`config.mk`:
```
export PLATFORM = sky130hd
export DESIGN_NAME = bus_arb_chain
export DESIGN_NICKNAME = d
export VERILOG_FILES = /design/src/rtl/bus_arb_pkg.sv /design/src/rtl/bus_arb_cpu.sv /design/src/rtl/bus_arb_slot.sv /design/src/rtl/bus_arb_chain.sv
export SDC_FILE = /design/constraint.sdc
export NUM_CORES = 1
export LEC_CHECK = 0
export BUFFER_PORTS_ARGS = -buffer_cell sky130_fd_sc_hd__buf_2
export CAP_MARGIN = 15
export CORE_ASPECT_RATIO = 1.25
export CORE_UTILIZATION = 57
export CTS_BUF_LIST = sky130_fd_sc_hd__clkbuf_8 sky130_fd_sc_hd__clkbuf_16
export CTS_CLUSTER_DIAMETER = 200
export CTS_CLUSTER_SIZE = 20
export DETAILED_ROUTE_END_ITERATION = 10
export PLACE_DENSITY = 0.81
export SYNTH_ARGS = -nofsm -noshare
export SYNTH_HDL_FRONTEND = slang
export SYNTH_HIERARCHICAL = 1
export SYNTH_SLANG_ARGS = --single-unit
```
`constraint.sdc`:
```
create_clock -name clk_i -period 3.2 [get_ports clk_i]
set_input_delay 0.96 -clock clk_i [delete_from_list [all_inputs] [get_ports clk_i]]
set_output_delay 0.96 -clock clk_i [all_outputs]
set_load 0.02 [all_outputs]
```
`src/rtl/bus_arb_pkg.sv`:
```
package bus_arb_pkg;
  typedef enum logic [1:0] {
    SLOT_IDLE,
    SLOT_PEND,
    SLOT_WAIT,
    SLOT_OWN
  } slot_state_e;

  typedef enum logic [1:0] {
    CPU_HOLD,
    CPU_GRANT,
    CPU_YIELD
  } cpu_state_e;
endpackage

```
`src/rtl/bus_arb_cpu.sv`:
```
module bus_arb_cpu
  import bus_arb_pkg::*;
(
  input  logic clk_i,
  input  logic rst_ni,
  input  logic req_i,
  input  logic busy_i,
  output logic grant_o,
  output logic own_o
);
  cpu_state_e state_q, state_d;

  always_comb begin
    state_d = state_q;
    unique case (state_q)
      CPU_HOLD:  if (req_i) state_d = CPU_GRANT;
      CPU_GRANT: if (busy_i) state_d = CPU_YIELD;  // a slot has raised busy
      CPU_YIELD: if (!busy_i) state_d = req_i ? CPU_GRANT : CPU_HOLD;
      default:   state_d = CPU_HOLD;
    endcase
  end

  always_ff @(posedge clk_i or negedge rst_ni) begin
    if (!rst_ni) state_q <= CPU_HOLD;
    else         state_q <= state_d;
  end

  assign grant_o = (state_q == CPU_GRANT);
  assign own_o   = (state_q == CPU_HOLD);
endmodule

```
`src/rtl/bus_arb_slot.sv`:
```
module bus_arb_slot
  import bus_arb_pkg::*;
(
  input  logic clk_i,
  input  logic rst_ni,
  input  logic want_i,
  input  logic done_i,
  input  logic grant_in_i,
  input  logic busy_i,
  output logic grant_out_o,
  output logic req_o,
  output logic own_o
);
  slot_state_e state_q, state_d;

  always_comb begin
    state_d = state_q;
    unique case (state_q)
      // new requests only join while the chain is quiet at this slot
      SLOT_IDLE: if (want_i && !grant_in_i) state_d = SLOT_PEND;
      SLOT_PEND: if (grant_in_i) state_d = SLOT_WAIT;
      SLOT_WAIT: if (!busy_i) state_d = SLOT_OWN;
      SLOT_OWN:  if (done_i) state_d = SLOT_IDLE;
      default:   state_d = SLOT_IDLE;
    endcase
  end

  always_ff @(posedge clk_i or negedge rst_ni) begin
    if (!rst_ni) state_q <= SLOT_IDLE;
    else         state_q <= state_d;
  end

  assign grant_out_o = grant_in_i && (state_q == SLOT_IDLE);
  assign req_o       = (state_q == SLOT_PEND);
  assign own_o       = (state_q == SLOT_OWN);
endmodule

```
`src/rtl/bus_arb_chain.sv`:
```
module bus_arb_chain #(
  parameter int N_SLOTS = 4
) (
  input  logic               clk_i,
  input  logic               rst_ni,
  input  logic [N_SLOTS-1:0] dma_want_i,
  input  logic [N_SLOTS-1:0] dma_done_i,
  output logic               bus_req_o,
  output logic               bus_grant_o,
  output logic [N_SLOTS-1:0] grant_chain_o,
  output logic               grant_tail_o,
  output logic [N_SLOTS-1:0] owner_o,
  output logic               cpu_owner_o,
  output logic               bus_busy_o
);
  localparam int LAST = N_SLOTS - 1;

  logic [N_SLOTS-1:0] slot_req;
  logic [N_SLOTS-1:0] slot_own;
  logic [N_SLOTS-1:0] chain_in;
  logic [N_SLOTS-1:0] chain_out;
  logic               cpu_grant;
  logic               cpu_own;

  bus_arb_cpu u_cpu (
    .clk_i  (clk_i),
    .rst_ni (rst_ni),
    .req_i  (bus_req_o),
    .busy_i (bus_busy_o),
    .grant_o(cpu_grant),
    .own_o  (cpu_own)
  );

  for (genvar i = 0; i < N_SLOTS; i++) begin : g_slot
    if (i == 0) begin : g_head
      assign chain_in[i] = cpu_grant;
    end else begin : g_link
      assign chain_in[i] = chain_out[i-1];
    end

    bus_arb_slot u_slot (
      .clk_i      (clk_i),
      .rst_ni     (rst_ni),
      .want_i     (dma_want_i[i]),
      .done_i     (dma_done_i[i]),
      .grant_in_i (chain_in[i]),
      .busy_i     (bus_busy_o),
      .grant_out_o(chain_out[i]),
      .req_o      (slot_req[i]),
      .own_o      (slot_own[i])
    );
  end

  assign bus_req_o     = |slot_req;
  assign bus_busy_o    = cpu_own | (|slot_own);
  assign bus_grant_o   = cpu_grant;
  assign grant_chain_o = chain_in;
  assign grant_tail_o  = chain_out[LAST];
  assign owner_o       = slot_own;
  assign cpu_owner_o   = cpu_own;
endmodule

```
==> results.toml <==
[setup_path]
slowest_delay_ns = 0.40
crit_required_ns = 2.24
crit_arrival_ns = 1.92
rr_endpoint = "g_slot[3].u_slot/state_q[1]"
cp_cell_sequence = "inv_1 > ha_1 > and2_2 > and2_2 > and2_2 > and2_2 > buf_2"
crit_slowest_cell = "dfrtp_1"
criticalPathCategory = "register to output pin"
cpMostUsedCell = "and2_2"
setup.worst_path.end = "grant_tail_o"
cp_max_fo = 4
r2r_slack_ns = 0.87
reg2reg_from = "g_slot[0].u_slot/state_q[0]"
startpoint = "g_slot[0].u_slot/state_q[0]"
startpoint_type = "register"
end_kind = "output pin"
rr_worst_depth = 8

[final_layout]
final_common_cell = "buf_2"
nFillCells = 116
layout-drive-gt1-share_pct = 48.1
final_cell_mix = "buf_2, ha_1, dfrtp_1"
syn_to_final_growth_pct = 18.2
finalNetCount = 135
finalNonFillerCells = 126
num_antenna_cells = 0

[timing]
setup_tns_ns = 0
fin_crit_ns = 2.88
rsz0062_at_grt = "false"
fmax_mhz = 347
period_share_pct = 90.1
tightestPinTransition_ns = 0.327
slew_violations = 0
finClkSkew_ns = 0.00403
slew_headroom_pct = 78.2
hold_viol = 0
setup_violations = 0
fin_hold_ws_ns = 0.566

[clock_network]
path_clk_slew_ns = 0.05
cts.path.max_buffers = 2
cts-resized-gates = 0
cts_tree = "yes"
post_cts_buffers = 0
h-tree-depth = 1
cts_root_buffer = "clkbuf_8"
hold_buffers = 0
cts_made_buffers = 3
worstSkewPairLatency_ns = 0.24
clock_sinks = 10

[status]
status = "complete, no violations"

[place]
port_buffers = 22
dp.cells = 122
place_congestion = 0.736
hpwlAfterDp_um = 1350

[drt]
first_pass_iters = 2
drc = 0
drtAntennaViolNets = 0
vias = 675
highest_layer = "met4"
wirelength_met1_um = 735
drtIter0Drc = 6
routed_wl_um = 1660
wl_per_cell_um = 13.2
viasPerCell = 5.36
wl_met3_um = 60
wl_met2_um = 839

[pwr]
p_leak_nw = 0.607
cellPowerDensity_nw_per_um2 = 1250
intPower_mw = 0.861
p_sw_mw = 0.607
power_frac_comb_pct = 70.1
power_frac_seq_pct = 18.8
p_clk_share_pct = 11.1
swShare_pct = 41.4
ir_drop_uv = 591

[die]
io_pins = 23
rows = 16
die_h_um = 48.6
die-area_um2 = 1910
coreArea_um2 = 1600
die_x_um = 39.3
initial_utilization_pct = 62.0

[synth]
synth_fp_nets = 109
yosys_register_bits = 10
async_flop_share_pct = 100
syn_area_per_cell_um2 = 12.0
synth_edf_count = 0
ys.flop_type = "dfrtp_1"
yosysWarnings = 6
synth_area_um2 = 992
synth_cell_types = 22
ys_seq_area_share_pct = 25.2
synthCells = 83

[global_routing]
grt_max_degree = 11
grt_antenna_before_repair = 0
overflow = 0
grt_pass1_vias = 718
grt_use_total_pct = 22.0
grt_pass1_wl_um = 2930

[worst_hold_path]
hold_path.class = "register to register"

[flow_run]
cap_violations = 0
per-stage QoR:
| step | cell area [µm²] | setup WS [ns] | power (mW) | util (%) |
|---|---|---|---|---|
| final | 1170 | 0.316 | 1.47 | 73.2 |
| after detailed placement | 1120 | 0.567 | 1.31 | 69.8 |
| after floorplan | 992 | 0.576 | 1.13 | - |
| after global placement | 1120 | 0.626 | 1.28 | 69.8 |
| after CTS | 1170 | 0.302 | 1.49 | 73.2 |
| after global routing | 1170 | 0.201 | 1.60 | 73.2 |
worst min-delay path by stage:
stage                                           start                     endpoint  cells past startpoint
after floorplan           g_slot[0].u_slot/state_q[0]  g_slot[0].u_slot/state_q[0]                      1
after global placement    g_slot[0].u_slot/state_q[0]  g_slot[0].u_slot/state_q[0]                      1
after detailed placement  g_slot[3].u_slot/state_q[1]  g_slot[3].u_slot/state_q[1]                      1
after CTS                                      rst_ni             u_cpu/state_q[0]                      1
after global routing                           rst_ni             u_cpu/state_q[0]                      1
final                     g_slot[3].u_slot/state_q[0]  g_slot[3].u_slot/state_q[0]                      1
worst max-delay path: cells and delay by family, from the launching register on:
kind                       cells  cell delay, ns
DFF                            1            0.40
adders and majority gates      1            0.25
and+or+nand+nor                4            0.79
buffers and inverters          2            0.24
registers in the layout, indices dropped and copies added, names as in the netlist:
signal and count:
u_cpu/state_q 2, g_slot.u_slot/state_q 8
Yosys cell counts (3+ instances only):
cell type	count	area share, %
and2_2	4	3.0
ha_1	16	20
inv_1	8	3.0
nor2_1	3	1.1
nor4_1	4	2.5
mux2_4	4	6.1
dfrtp_1	10	25
o21ba_1	4	4.0
a2111oi_4	4	11
and2_4	4	3.5
and2b_4	4	4.0
nand2b_4	4	5.5
nor2b_1	5	3.2
area by class of cell:
| class | instances | area [µm²] | share of cell area [%] |
|---|---|---|---|
| multi-input cells | 64 | 704 | 60.1 |
| flip-flops and latches | 10 | 250 | 21.3 |
| repair buffers | 22 | 110 | 9.39 |
| clock buffers | 4 | 55.1 | 4.70 |
| inverters | 8 | 30.0 | 2.56 |
| well taps | 18 | 22.5 | 1.92 |
cell families after synthesis:
kind of cell,Yosys count,synth area share [%]
multiplexers,4,6.05
adder cells (fa/ha/maj),16,20.2
buffers and inverters,9,3.78
AO/OA/AOI/OAI,10,17.5
AND/OR/NAND/NOR,34,27.2
flip-flops,10,25.2
layer usage:
layer	global-route usage, %	vias to the layer above
li1	-	331
met1	25.0	322
met2	37.2	18
met3	4.13	4
met4	10.3	0
met5	0	-
power groups by stage:
stage | registers, mW | clock network, mW | logic (mW)
5_1_grt | 0.290 | 0.174 | 1.13
4_1_cts | 0.276 | 0.169 | 1.04
3_3_place_gp | 0.272 | 0 | 1.01
6_report | 0.276 | 0.162 | 1.03
2_1_floorplan | 0.261 | 0 | 0.869
3_5_place_dp | 0.277 | 0 | 1.04
No activity file was read; power rests on OpenSTA's default activity.
